**src/rtl/evt_timer_pkg.sv**
```systemverilog
package evt_timer_pkg;
  localparam int ADDR_W = 8;
  localparam int EN_W = 3;
  localparam logic [ADDR_W-1:0] GLB_BASE = 8'h40;

  typedef enum logic [1:0] {C_CTRL = 2'd0, C_MATCH = 2'd1, C_CNT = 2'd2, C_RSVD = 2'd3} ch_reg_e;
  typedef enum logic [2:0] {
    G_STAT = 3'd0, G_WCTRL = 3'd1, G_LIVE_LO = 3'd2, G_LIVE_HI = 3'd3,
    G_LOAD_LO = 3'd4, G_LOAD_HI = 3'd5, G_SNAP_LO = 3'd6, G_SNAP_HI = 3'd7
  } glb_reg_e;

  function automatic logic [ADDR_W-1:0] ch_addr(int ch, ch_reg_e r);
    return ADDR_W'(ch * 16 + int'(r) * 4);
  endfunction

  function automatic logic [ADDR_W-1:0] glb_addr(glb_reg_e r);
    return GLB_BASE + ADDR_W'(int'(r) * 4);
  endfunction
endpackage

```
**src/rtl/evt_prescale.sv**
```systemverilog
module evt_prescale #(
  parameter int PW = 16
) (
  input  logic          clk_i,
  input  logic          rst_ni,
  input  logic          run_i,
  input  logic          restart_i,
  input  logic [PW-1:0] div_i,
  output logic          tick_o
);
  logic [PW-1:0] pc_q;

  // >= keeps the divider safe when div shrinks below the running count
  assign tick_o = run_i && !restart_i && (pc_q >= div_i);

  always_ff @(posedge clk_i or negedge rst_ni) begin
    if (!rst_ni) pc_q <= '0;
    else if (!run_i || restart_i || tick_o) pc_q <= '0;
    else pc_q <= pc_q + 1'b1;
  end
endmodule

```
**src/rtl/evt_chan.sv**
```systemverilog
module evt_chan import evt_timer_pkg::*; #(
  parameter int DW = 32,
  parameter int PW = 16
) (
  input  logic          clk_i,
  input  logic          rst_ni,
  input  logic          ctrl_we_i,
  input  logic          match_we_i,
  input  logic          cnt_we_i,
  input  logic [DW-1:0] wdata_i,
  output logic [DW-1:0] ctrl_o,
  output logic [DW-1:0] match_o,
  output logic [DW-1:0] cnt_o,
  output logic          run_o,
  output logic          hit_o
);
  localparam int PS_LSB = DW - PW;

  logic [EN_W-1:0] en_q;
  logic [PW-1:0]   div_q;
  logic [DW-1:0]   match_q, cnt_q, cnt_nxt;
  logic            tick;

  assign run_o   = &en_q;
  assign cnt_nxt = cnt_q + 1'b1;

  evt_prescale #(.PW(PW)) u_ps (
    .clk_i    (clk_i),
    .rst_ni   (rst_ni),
    .run_i    (run_o),
    .restart_i(1'b0),
    .div_i    (div_q),
    .tick_o   (tick)
  );

  always_ff @(posedge clk_i or negedge rst_ni) begin
    if (!rst_ni) begin
      en_q    <= '0;
      div_q   <= '0;
      match_q <= '0;
      cnt_q   <= '0;
    end else begin
      if (ctrl_we_i) begin
        en_q  <= wdata_i[EN_W-1:0];
        div_q <= wdata_i[DW-1:PS_LSB];
      end
      if (match_we_i) match_q <= wdata_i;
      if (cnt_we_i) cnt_q <= wdata_i;
      else if (tick) cnt_q <= cnt_nxt;
    end
  end

  // hit on the step that lands on the compare value
  assign hit_o = tick && !cnt_we_i && (cnt_nxt == match_q);

  always_comb begin
    ctrl_o = '0;
    ctrl_o[EN_W-1:0]    = en_q;
    ctrl_o[DW-1:PS_LSB] = div_q;
  end
  assign match_o = match_q;
  assign cnt_o   = cnt_q;
endmodule

```
**src/rtl/evt_wide.sv**
```systemverilog
module evt_wide #(
  parameter int DW = 32,
  parameter int PW = 16
) (
  input  logic            clk_i,
  input  logic            rst_ni,
  input  logic            ctrl_we_i,
  input  logic            lo_we_i,
  input  logic            hi_we_i,
  input  logic [DW-1:0]   wdata_i,
  output logic [DW-1:0]   ctrl_o,
  output logic [2*DW-1:0] cnt_o,
  output logic [2*DW-1:0] snap_o,
  output logic [2*DW-1:0] load_o
);
  localparam int PS_LSB = DW - PW;

  logic [PW-1:0]   div_q;
  logic [2*DW-1:0] cnt_q, snap_q;
  logic [DW-1:0]   load_lo_q, load_hi_q;
  logic            snap_cmd, load_cmd, tick;

  assign snap_cmd = ctrl_we_i && wdata_i[0] && !wdata_i[1];
  assign load_cmd = ctrl_we_i && wdata_i[0] && wdata_i[1];

  evt_prescale #(.PW(PW)) u_ps (
    .clk_i    (clk_i),
    .rst_ni   (rst_ni),
    .run_i    (1'b1),
    .restart_i(load_cmd),
    .div_i    (div_q),
    .tick_o   (tick)
  );

  always_ff @(posedge clk_i or negedge rst_ni) begin
    if (!rst_ni) begin
      div_q     <= '0;
      cnt_q     <= '0;
      snap_q    <= '0;
      load_lo_q <= '0;
      load_hi_q <= '0;
    end else begin
      if (ctrl_we_i) div_q <= wdata_i[DW-1:PS_LSB];
      if (lo_we_i) load_lo_q <= wdata_i;
      if (hi_we_i) load_hi_q <= wdata_i;
      if (load_cmd) cnt_q <= {load_hi_q, load_lo_q};
      else if (tick) cnt_q <= cnt_q + 1'b1;
      if (snap_cmd) snap_q <= cnt_q;
    end
  end

  always_comb begin
    ctrl_o = '0;
    ctrl_o[DW-1:PS_LSB] = div_q;
  end
  assign cnt_o  = cnt_q;
  assign snap_o = snap_q;
  assign load_o = {load_hi_q, load_lo_q};
endmodule

```
**src/rtl/evt_timer.sv**
```systemverilog
module evt_timer import evt_timer_pkg::*; #(
  parameter int NUM_CH = 2,   // at most 4 with this map
  parameter int DW     = 32,
  parameter int PW     = 16
) (
  input  logic              clk_i,
  input  logic              rst_ni,
  input  logic              req_i,
  input  logic              we_i,
  input  logic [ADDR_W-1:0] addr_i,
  input  logic [DW-1:0]     wdata_i,
  output logic [DW-1:0]     rdata_o,
  output logic [NUM_CH-1:0] irq_o
);
  logic wr_en, rd_en;
  logic [NUM_CH-1:0] ch_run, ch_hit, status_q, clr_mask;
  logic [NUM_CH-1:0][DW-1:0] ch_ctrl, ch_match, ch_cnt;
  logic [DW-1:0]   wide_ctrl;
  logic [2*DW-1:0] wide_cnt, wide_snap, wide_load;

  assign wr_en = req_i && we_i;
  assign rd_en = req_i && !we_i;

  for (genvar g = 0; g < NUM_CH; g++) begin : g_ch
    evt_chan #(.DW(DW), .PW(PW)) u_chan (
      .clk_i     (clk_i),
      .rst_ni    (rst_ni),
      .ctrl_we_i (wr_en && addr_i == ch_addr(g, C_CTRL)),
      .match_we_i(wr_en && addr_i == ch_addr(g, C_MATCH)),
      .cnt_we_i  (wr_en && addr_i == ch_addr(g, C_CNT)),
      .wdata_i   (wdata_i),
      .ctrl_o    (ch_ctrl[g]),
      .match_o   (ch_match[g]),
      .cnt_o     (ch_cnt[g]),
      .run_o     (ch_run[g]),
      .hit_o     (ch_hit[g])
    );
  end

  evt_wide #(.DW(DW), .PW(PW)) u_wide (
    .clk_i    (clk_i),
    .rst_ni   (rst_ni),
    .ctrl_we_i(wr_en && addr_i == glb_addr(G_WCTRL)),
    .lo_we_i  (wr_en && addr_i == glb_addr(G_LOAD_LO)),
    .hi_we_i  (wr_en && addr_i == glb_addr(G_LOAD_HI)),
    .wdata_i  (wdata_i),
    .ctrl_o   (wide_ctrl),
    .cnt_o    (wide_cnt),
    .snap_o   (wide_snap),
    .load_o   (wide_load)
  );

  assign clr_mask = (wr_en && addr_i == glb_addr(G_STAT)) ? wdata_i[NUM_CH-1:0] : '0;

  // set wins over a same-cycle clear
  always_ff @(posedge clk_i or negedge rst_ni) begin
    if (!rst_ni) status_q <= '0;
    else status_q <= (status_q & ~clr_mask) | ch_hit;
  end

  assign irq_o = status_q & ch_run;

  always_comb begin
    rdata_o = '0;
    if (rd_en) begin
      for (int i = 0; i < NUM_CH; i++) begin
        if (addr_i == ch_addr(i, C_CTRL))  rdata_o = ch_ctrl[i];
        if (addr_i == ch_addr(i, C_MATCH)) rdata_o = ch_match[i];
        if (addr_i == ch_addr(i, C_CNT))   rdata_o = ch_cnt[i];
      end
      if (addr_i == glb_addr(G_STAT))    rdata_o = DW'(status_q);
      if (addr_i == glb_addr(G_WCTRL))   rdata_o = wide_ctrl;
      if (addr_i == glb_addr(G_LIVE_LO)) rdata_o = wide_cnt[DW-1:0];
      if (addr_i == glb_addr(G_LIVE_HI)) rdata_o = wide_cnt[2*DW-1:DW];
      if (addr_i == glb_addr(G_LOAD_LO)) rdata_o = wide_load[DW-1:0];
      if (addr_i == glb_addr(G_LOAD_HI)) rdata_o = wide_load[2*DW-1:DW];
      if (addr_i == glb_addr(G_SNAP_LO)) rdata_o = wide_snap[DW-1:0];
      if (addr_i == glb_addr(G_SNAP_HI)) rdata_o = wide_snap[2*DW-1:DW];
    end
  end
endmodule

```
**config.mk**
```make
export PLATFORM = sky130hd
export DESIGN_NAME = evt_timer
export DESIGN_NICKNAME = d
export VERILOG_FILES = /design/src/rtl/evt_timer_pkg.sv /design/src/rtl/evt_prescale.sv /design/src/rtl/evt_chan.sv /design/src/rtl/evt_wide.sv /design/src/rtl/evt_timer.sv
export SDC_FILE = /design/constraint.sdc
export NUM_CORES = 1
export LEC_CHECK = 0
export ABC_AREA = 1
export BUFFER_PORTS_ARGS = -buffer_cell sky130_fd_sc_hd__buf_2
export CORE_MARGIN = 2
export CORE_UTILIZATION = 65
export CTS_BUF_LIST = sky130_fd_sc_hd__clkbuf_16
export DETAILED_ROUTE_END_ITERATION = 8
export PLACE_DENSITY_LB_ADDON = 0.25
export SETUP_SLACK_MARGIN = 0.5
export SYNTH_ARGS = -nofsm -noshare
export SYNTH_HDL_FRONTEND = slang
export SYNTH_HIERARCHICAL = 1
export SYNTH_SLANG_ARGS = --single-unit
```
**constraint.sdc**
```tcl
create_clock -name clk_i -period 6.4 [get_ports clk_i]
set_clock_uncertainty 0.05 [all_clocks]
set_input_delay 0.64 -clock clk_i [delete_from_list [all_inputs] [get_ports clk_i]]
set_output_delay 0.64 -clock clk_i [all_outputs]
set_load 0.02 [all_outputs]
```
Word-level counts from Yosys, hierarchy flattened
Cells that the tools add are included.
- flip-flop bits (word level): 424
- input port bits: 44
- output and inout port bits: 34
- logic and storage cells: 108
- add/subtract/negate cells: 6
- $lt $le $gt $ge: 3
- equal/unequal tests: 15
- multiplexer cells: 25
- bitwise gates (word level): 4
- reductions and logical operators: 38
- operators by type and width (kind ; count):
    $mux 32 ; 19
    $mux 64 ; 2
    $add 32x1->32 const B ; 2
    $add 64x1->64 const B ; 1
    $eq 32x32->1 ; 2
    $eq 8x7->1 const B ; 8
    $add 16x1->16 const B ; 3
    $ge 16x16->1 ; 3
    $mux 16 ; 3
    $eq 8x5->1 const B ; 3
    $logic_and 1x1->1 ; 22
    $eq 8x3->1 const B ; 1
    $eq 8x4->1 const B ; 1
    $logic_not 8->1 ; 1
    $logic_not 1->1 ; 7
    $reduce_and 3->1 ; 2
    $reduce_bool 2->1 ; 3
    $and 2x2->2 ; 2
    $logic_or 1x1->1 ; 3
    $mux 2 ; 1
    $not 2->2 ; 1
    $or 2x2->2 ; 1

Depth between registers and ports, before layout
Gate-level depths: netlist of the first run.
- depth in word-level cells: 16
- depth in mapped cells: 24
- depth with buffers taken out: 24

Modules after synthesis
The synthesis of the first run kept the hierarchy.
- by module, submodules not included (module ; instances ; cells an instance ; area each (um^2) ; sequential area each (um^2)):
    evt_chan ; 2 ; 719 ; 5163.7 ; 2077.0
    evt_wide ; 1 ; 1268 ; 10268.6 ; 5205.0
    evt_timer ; 1 ; 938 ; 4441.8 ; 50.0
    evt_prescale ; 3 ; 155 ; 1246.2 ; 400.4

Worst setup path before layout of the first run
No wires, ideal clock.
- kind: input -> register
- from: in addr_i[0]
- to: reg u_wide.cnt_q[51] (netlist: u_wide/cnt_o[51])
- setup time: 0.116 ns
- arrival time: 2.848 ns
- data required time: 6.234 ns
- slack: 3.385 ns
- stages: 17
- path buffers: 4
- cells stage by stage: inv_1 nand2_2 nor2_4 nand2_1 nor2_1 buf_2 nand3_2 clkinv_1 buf_1 nor2_1 a21boi_0 nand2_1 inv_2 buf_2 buf_4 nand2_1 nand2_1
- cells in the longest elaborated chain, start to end: 7
- elaborated cells on any way between the ends: 8
- classes of those cells: eq/ne: 1; mux: 1; reduce/logical: 6
- RTL lines (what ; line ; RTL):
    from (decl) ; evt_timer.sv:10 ; input logic [ADDR_W-1:0] addr_i,
    $eq 8x7->1 ; evt_timer.sv:43 ; .ctrl_we_i(wr_en && addr_i == glb_addr(G_WCTRL)),
    $logic_and 1x1->1 ; evt_timer.sv:43 ;
    $logic_and 1x1->1 (2 in series) ; evt_wide.sv:24 ; assign load_cmd = ctrl_we_i && wdata_i[0] && wdata_i[1];
    net u_wide.load_cmd ; evt_wide.sv:21 ; logic snap_cmd, load_cmd, tick;
    $logic_not 1->1 ; evt_prescale.sv:14 ; assign tick_o = run_i && !restart_i && (pc_q >= div_i);
    $logic_and 1x1->1 ; evt_prescale.sv:14 ;
    net u_wide.tick ; evt_wide.sv:21 ;
    $reduce_bool 2->1 (no line) ; n/a ;
    to (signal assigned) ; evt_wide.sv:46 ; if (load_cmd) cnt_q <= {load_hi_q, load_lo_q};
    to (signal assigned) ; evt_wide.sv:47 ; else if (tick) cnt_q <= cnt_q + 1'b1;
    to (decl) ; evt_wide.sv:19 ; logic [2*DW-1:0] cnt_q, snap_q;
The timed path passes the listed nets, and every way through them passes these cells.
A chain may end at the register's enable or synchronous reset.

Worst setup path after layout of the first run
- from: in addr_i[0]
- to: out rdata_o[17]
- cells in the longest elaborated chain, start to end: 16
- elaborated cells on any way between the ends: 29
- classes of those cells: eq/ne: 13; mux: 15; reduce/logical: 1
- RTL lines (what ; line ; RTL):
    $logic_not 8->1 ; evt_timer.sv:67 ; if (addr_i == ch_addr(i, C_CTRL)) rdata_o = ch_ctrl[i];
    $mux 32 ; evt_timer.sv:67 ;
    $mux 32 ; evt_timer.sv:68 ; if (addr_i == ch_addr(i, C_MATCH)) rdata_o = ch_match[i];
    $mux 32 ; evt_timer.sv:69 ; if (addr_i == ch_addr(i, C_CNT)) rdata_o = ch_cnt[i];
    $mux 32 ; evt_timer.sv:67 ;
    $mux 32 ; evt_timer.sv:68 ;
    $mux 32 ; evt_timer.sv:69 ;
    $mux 32 ; evt_timer.sv:71 ; if (addr_i == glb_addr(G_STAT)) rdata_o = DW'(status_q);
    $mux 32 ; evt_timer.sv:72 ; if (addr_i == glb_addr(G_WCTRL)) rdata_o = wide_ctrl;
    $mux 32 ; evt_timer.sv:73 ; if (addr_i == glb_addr(G_LIVE_LO)) rdata_o = wide_cnt[DW-1:0];
    $mux 32 ; evt_timer.sv:74 ; if (addr_i == glb_addr(G_LIVE_HI)) rdata_o = wide_cnt[2*DW-1:DW];
    $mux 32 ; evt_timer.sv:75 ; if (addr_i == glb_addr(G_LOAD_LO)) rdata_o = wide_load[DW-1:0];
    $mux 32 ; evt_timer.sv:76 ; if (addr_i == glb_addr(G_LOAD_HI)) rdata_o = wide_load[2*DW-1:DW];
    $mux 32 ; evt_timer.sv:77 ; if (addr_i == glb_addr(G_SNAP_LO)) rdata_o = wide_snap[DW-1:0];
    $mux 32 (*) ; evt_timer.sv:78 ; if (addr_i == glb_addr(G_SNAP_HI)) rdata_o = wide_snap[2*DW-1:DW];
    $mux 32 (*) ; evt_timer.sv:65 ; if (rd_en) begin
    to (decl) ; evt_timer.sv:12 ; output logic [DW-1:0] rdata_o,
Every way passes the cells marked *; elsewhere a longest branch is shown, timed or not.

==> qor.yml, run 1 <==
timing.rr.start: "g_ch[1].u_chan/u_ps/pc_q[3]$_DFF_PN0_"
fin_cells: 4751
endpoint_kind: "primary output"
final_common_cell: "nand2_1"
regToRegSetupSlack_ns: 2.53
drv_cap: 0
post_cts_buffers: 0
synth_area_leaders: "dfrtp_1, nand2_1, inv_1"
p_leak_nw: 15.2
vias: 27700
clk_pin_slew_ns: 0.06
die_area_sq_um: 46000
cts_tree: "built"
hold_class: "in -> async"
synth_area_sq_um: 28800
ir_drop_uv: 217
drc: 0
critical_path.max_fanout: 40
clock_path_buffers: 3
period_share_pct: 69.6
core_sq_um: 43900
pin_count: 78
tns_ns: 0
status: "finished, final reports clean"
yosysWarnings: 6
die_w_um: 214
synth_top_area_share_pct: 36.9
final_layout_size_suffix_gt1_share_pct: 11.4
yosys.area.top_type: "dfrtp_1"
slew_viol_final: 0
arrival_ns: 3.76
p_per_area_nw_per_um2: 241
avgSynthCellArea_sq_um: 7.00
dp_hpwl_mm: 65.7
rows: 77
start_util_pct: 65.5
ys_seq_area_share_pct: 36.9
portBuffers: 77
criticalPathCategory: "in -> out"
clockRootBuffer: "clkbuf_16"
detail-route-antenna-nets: 0
grt_antenna_before_repair: 8
htree_levels: 2
setup.worst_path.start_class: "primary input"
drtIter0Drc: 3020
grt_pass1_vias: 26200
grt_usage_pct: 40.7
synth_seq_cells: 424
r2r_cells: 22
placed_cells: 4665
tightest_slew_ns: 1.41
final_cell_mix: "nand2_1, inv_1, dfrtp_1"
num-nets-final: 4221
layout_min_cycle_time_ns: 4.45
hold_viol: 0
cts_hold_buf: 0
viasPerCell: 5.82
cts.sink_count: 424
cp-startpoint: "addr_i[0]"
r2r-end: "status_q[1]$_DFF_PN0_"
ctsResizeCount: 0
gr-total-overflow: 0
areaGrowthSynthToFinish_pct: 7.08
setup_viol: 0
fmax_mhz: 224
fp.dieH_um: 214
grt_pass1_wl_mm: 145
synth_cell_types: 50
grt_max_degree: 129
firstDrtPassIters: 8
avgRoutedWirePerCell_um: 19.7
place_congestion: 1.05
rsz0062_at_grt: "no"
relSlewSlack_pct: 5.75
cp.required_ns: 5.71
worstSkewPairLatency_ns: 0.61
syn-instance-count: 4109
cts_buffers: 48
wirelength_mm: 93.6
registers in the layout (all words and copies together) (netlist names):
register	cells
u_wide/load_lo_q	32
u_wide/cnt_o	64
g_ch.u_chan/en_q	6
g_ch.u_chan/cnt_o	64
g_ch.u_chan/match_o	64
u_wide/div_q	16
status_q	2
u_wide/load_hi_q	32
u_wide/snap_o	64
g_ch.u_chan/div_q	32
u_wide/u_ps/pc_q	16
g_ch.u_chan/u_ps/pc_q	32
routing by layer:
layer | share of wire (%) | up-vias | wire [um] | track usage (%)
li1 | - | 12900 | - | -
met1 | 38 | 12800 | 35400 | 52.7
met2 | 44 | 1595 | 41600 | 63.0
met3 | 11 | 374 | 10700 | 8.65
met4 | 6.4 | 6 | 5950 | 24.5
met5 | 0.033 | - | 31 | 0
worst max-delay path by stage:
stage	end	slack (ns)	cells after the start
2_1_floorplan	u_wide/cnt_o[51]$_DFFE_PN0P_	3.39	17
3_3_place_gp	rdata_o[12]	2.21	12
3_5_place_dp	u_wide/cnt_o[31]$_DFFE_PN0P_	2.11	11
4_1_cts	rdata_o[17]	2.13	12
5_1_grt	rdata_o[17]	1.94	12
6_report	rdata_o[17]	1.95	12
area by class of cell:
cell class,count,area [sq um]
Multi-Input combinational cell,3030,15500
Fill cell,3829,13100
Sequential cell,424,10600
Inverter,514,1940
Clock buffer,49,1230
Tap cell,592,741
Timing Repair Buffer,105,631
Clock inverter,35,203
Antenna cell,2,5.00
worst max-delay path, cell delays in order:
cell	delay, ns
buf_2	0.10
inv_1	0.06
nand2_2	0.13
nor3_1	0.64
nand2_1	0.11
buf_4	0.34
inv_1	1.09
a21oi_1	0.09
nand3_1	0.26
nand2_1	0.08
inv_1	0.05
buf_2	0.15
through the flow:
stage / hold slack, ns / cell area, sq um / power (W) / setup slack (ns) / utilization, %
6_report: 0.0267 / 30800 / 0.00743 / 1.95 / 70.1
5_1_grt: 0.0969 / 30800 / 0.00775 / 1.94 / 70.1
4_1_cts: 0.0708 / 30800 / 0.00739 / 2.13 / 70.1
3_5_place_dp: 0.419 / 29400 / 0.00480 / 2.11 / 66.9
3_3_place_gp: 0.413 / 29400 / 0.00476 / 2.21 / 66.9
2_1_floorplan: 0.294 / 28900 / 0.00428 / 3.39 / -
kinds of logic (layout without fill, tap and decap cells):
kind of cell	count (synthesis)	count (layout)	synth area share, %
and+or+nand+nor	2391	2391	37.0
buffers and inverters	696	703	10.2
DFF	424	424	36.9
AOI/OAI and AO/OA	386	386	7.87
muxes	78	78	3.05
xor gates and xnor gates	76	76	2.60
adders and majority gates	54	54	2.35
other	4	47	0.0522
Yosys cell counts, drive strengths merged:
master,number
nand2,1493
inv,511
dfrtp,424
nor2,421
nand3,310
o21ai,235
buf,108
nand4,82
mux2,78
clkbuf,74
xor2,62
ha,54
a21oi,51
or2,43
o22ai,34
o311ai,24
nand3b,22
o21bai,20
nor3,15
o221ai,12
xnor2,8
xnor3,6
conb,4
a21boi,3
clkinv,3
nor4,3
o21a,3
a21o,2
and2,2
o211ai,2
report_power, final:
group / switching [W] / leakage (nW) / internal (W)
logic: 0.000950 / 9.14 / 0.000442
registers: 0.000471 / 5.33 / 0.00296
clock network: 0.00115 / 0.754 / 0.00145
total: 0.00258 / 15.2 / 0.00485
Note: power is estimated with default switching activity, not from simulation.
==> run 2: changes to the inputs <==
- CORE_UTILIZATION: 65 -> 64
- clock period: 6.4 -> 4.2 ns (I/O delays scaled with it)
==> qor.yml, run 2 (synthesis results as in run 1) <==
status: "finished, final reports clean"
arrival_ns: 4.02  # +0.26 ns
setup_slack_ns: 0.664  # -1.28 ns
drv_cap: 0  # unchanged
fmax_mhz: 283
postLayoutCellArea_sq_um: 31000  # +0.65%
met3_length_mm: 9.50  # -11%
htree_levels: 2  # unchanged
p_per_area_nw_per_um2: 364  # +51%
die_area_sq_um: 46700  # +1.5%
wirelength_mm: 92.3  # -1.5%
final_common_cell: "nand2_1"
fin_util_pct: 70.0  # -0.16 points
avgRoutedWirePerCell_um: 19.3  # -1.9%
vias: 27600  # -0.17%
route.met2.wl_mm: 41.2  # -0.91%
firstDrtPassIters: 7  # -1
tightest_slew_ns: 1.25  # -0.159 ns
period_share_pct: 84.2
nFillCells: 3851  # +0.57%
grt_usage_pct: 39.3  # -1.4 points
pin_count: 78  # unchanged
hp-start: "wdata_i[11]"
dp_hpwl_mm: 66.4  # +1.1%
fp.dieH_um: 216  # +0.76%
cp-startpoint: "g_ch[1].u_chan/en_q[1]$_DFFE_PN0P_"
hold_class: "in -> reg"
core_sq_um: 44300  # +0.88%
detail-route-antenna-nets: 0  # unchanged
layout_min_cycle_time_ns: 3.54
rsz0062_at_grt: "yes"
clk_pin_slew_ns: 0.06  # about the same
regToRegSetupSlack_ns: 0.66  # -1.87 ns
grt_max_degree: 123  # -4.7%
relSlewSlack_pct: 16.4  # +11 points
cp.required_ns: 4.68  # -1.03 ns
grt_antenna_before_repair: 5  # -3
num-nets-final: 4243  # +0.52%
place_congestion: 1.03  # -2.1%
portBuffers: 77  # unchanged
clockRootBuffer: "clkbuf_16"
grt_pass1_wl_mm: 142  # -2.2%
ir_drop_uv: 329  # +51%
hold_ws_ns: 0.123  # +0.0963 ns
areaGrowthSynthToFinish_pct: 7.77
cts.sink_count: 424  # unchanged
final_cell_mix: "nand2_1, inv_1, dfrtp_1"
criticalPathCategory: "reg -> reg"
tns_ns: 0  # unchanged
die_w_um: 216  # +0.76%
gr-total-overflow: 0  # unchanged
grt_pass1_vias: 25900  # -1.1%
start_util_pct: 64.9  # -0.57 points
viasPerCell: 5.79  # -0.61%
cts_buffers: 48  # unchanged
placed_cell_area_sq_um: 29600  # +0.67%
dp_slack_ns: 0.430  # -1.68 ns
slew_viol_final: 0  # unchanged
drc: 0  # unchanged
clock_path_buffers: 3  # unchanged
p_leak_nw: 15.4  # +0.81%
rows: 77  # unchanged
drtIter0Drc: 3176  # +5.2%
final_layout_size_suffix_gt1_share_pct: 11.9  # +0.50 points
setup.worst_path.start_class: "flop"
cts_tree: "built"
setup_viol: 0  # unchanged
top_layer: "met4"
timing.rr.start: "g_ch[1].u_chan/en_q[1]$_DFFE_PN0P_"
worstSkewPairLatency_ns: 0.60  # about the same
endpoint_kind: "flop"
wl_met1_mm: 35.9  # +1.6%
hold_viol: 0  # unchanged
critical_path.max_fanout: 3  # -93%
[run 2: per-layer routing]
| metal | GRT usage, % | up-vias |
|---|---|---|
| met1 | 50.8 | 12900 |
| met4 | 21.8 | 0 |
| met5 | 0 | - |
| met2 | 62.3 | 1448 |
| li1 | - | 13000 |
| met3 | 7.50 | 326 |
[run 2: path summary, 6_finish.rpt]
path / end / cells after the start
max: status_q[1]$_DFF_PN0_ / 18
min: u_wide/load_lo_q[11]$_DFFE_PN0P_ / 3
max reg2reg: status_q[1]$_DFF_PN0_ / 18
min reg2reg: u_wide/snap_o[58]$_DFFE_PN0P_ / 2
max in group asynchronous: u_wide/u_ps/pc_q[15]$_DFF_PN0_ / 3
min in group asynchronous: g_ch[0].u_chan/cnt_o[7]$_DFFE_PN0P_ / 2
[run 2: area by class of cell]
class | instances | area, sq um | share of cell area, %
Tap cell | 592 | 741 | 2.39
Antenna cell | 5 | 12.5 | 0.0403
Inverter | 514 | 1940 | 6.25
Clock inverter | 31 | 178 | 0.573
Timing Repair Buffer | 127 | 848 | 2.74
Clock buffer | 49 | 1230 | 3.95
Multi-Input combinational cell | 3030 | 15500 | 49.9
Sequential cell | 424 | 10600 | 34.2
[run 2: stage by stage]
stage / std cells / total power [W]
floorplan: 4150 / 0.00652
global placement: 4686 / 0.00726
CTS: 4767 / 0.0112
finish: 4772 / 0.0113
global route: 4770 / 0.0118
detailed placement: 4686 / 0.00731
[run 2: critical path, cell delays in order, from the launching register on]
cell	delay, ns
dfrtp_1	0.36
inv_1	0.07
nor3_2	0.52
inv_1	0.09
nor2_1	0.17
a21boi_1	0.37
inv_1	0.25
nor2_1	0.21
o21ai_0	0.11
nor2_1	0.14
nand3_1	0.09
nor2_1	0.11
nand2_1	0.09
nor2_1	0.09
nand2_1	0.08
nor2_1	0.18
nand3_1	0.14
nor2_1	0.24
a21o_1	0.11
[run 2: power by group]
part	internal [W]	switching (W)
clock network	0.00220	0.00173
logic	0.000693	0.00144
registers	0.00451	0.000702
total	0.00741	0.00388
[run 2: what timing repair did]
| action | in CTS | in global routing |
|---|---|---|
| gates resized for setup | 2 | 2 |
| endpoints found under the hold margin | 111 | 0 |
| setup buffers | 0 | 0 |
| endpoints found under the setup margin | 2 | 2 |
| hold buffers | 1 | 0 |
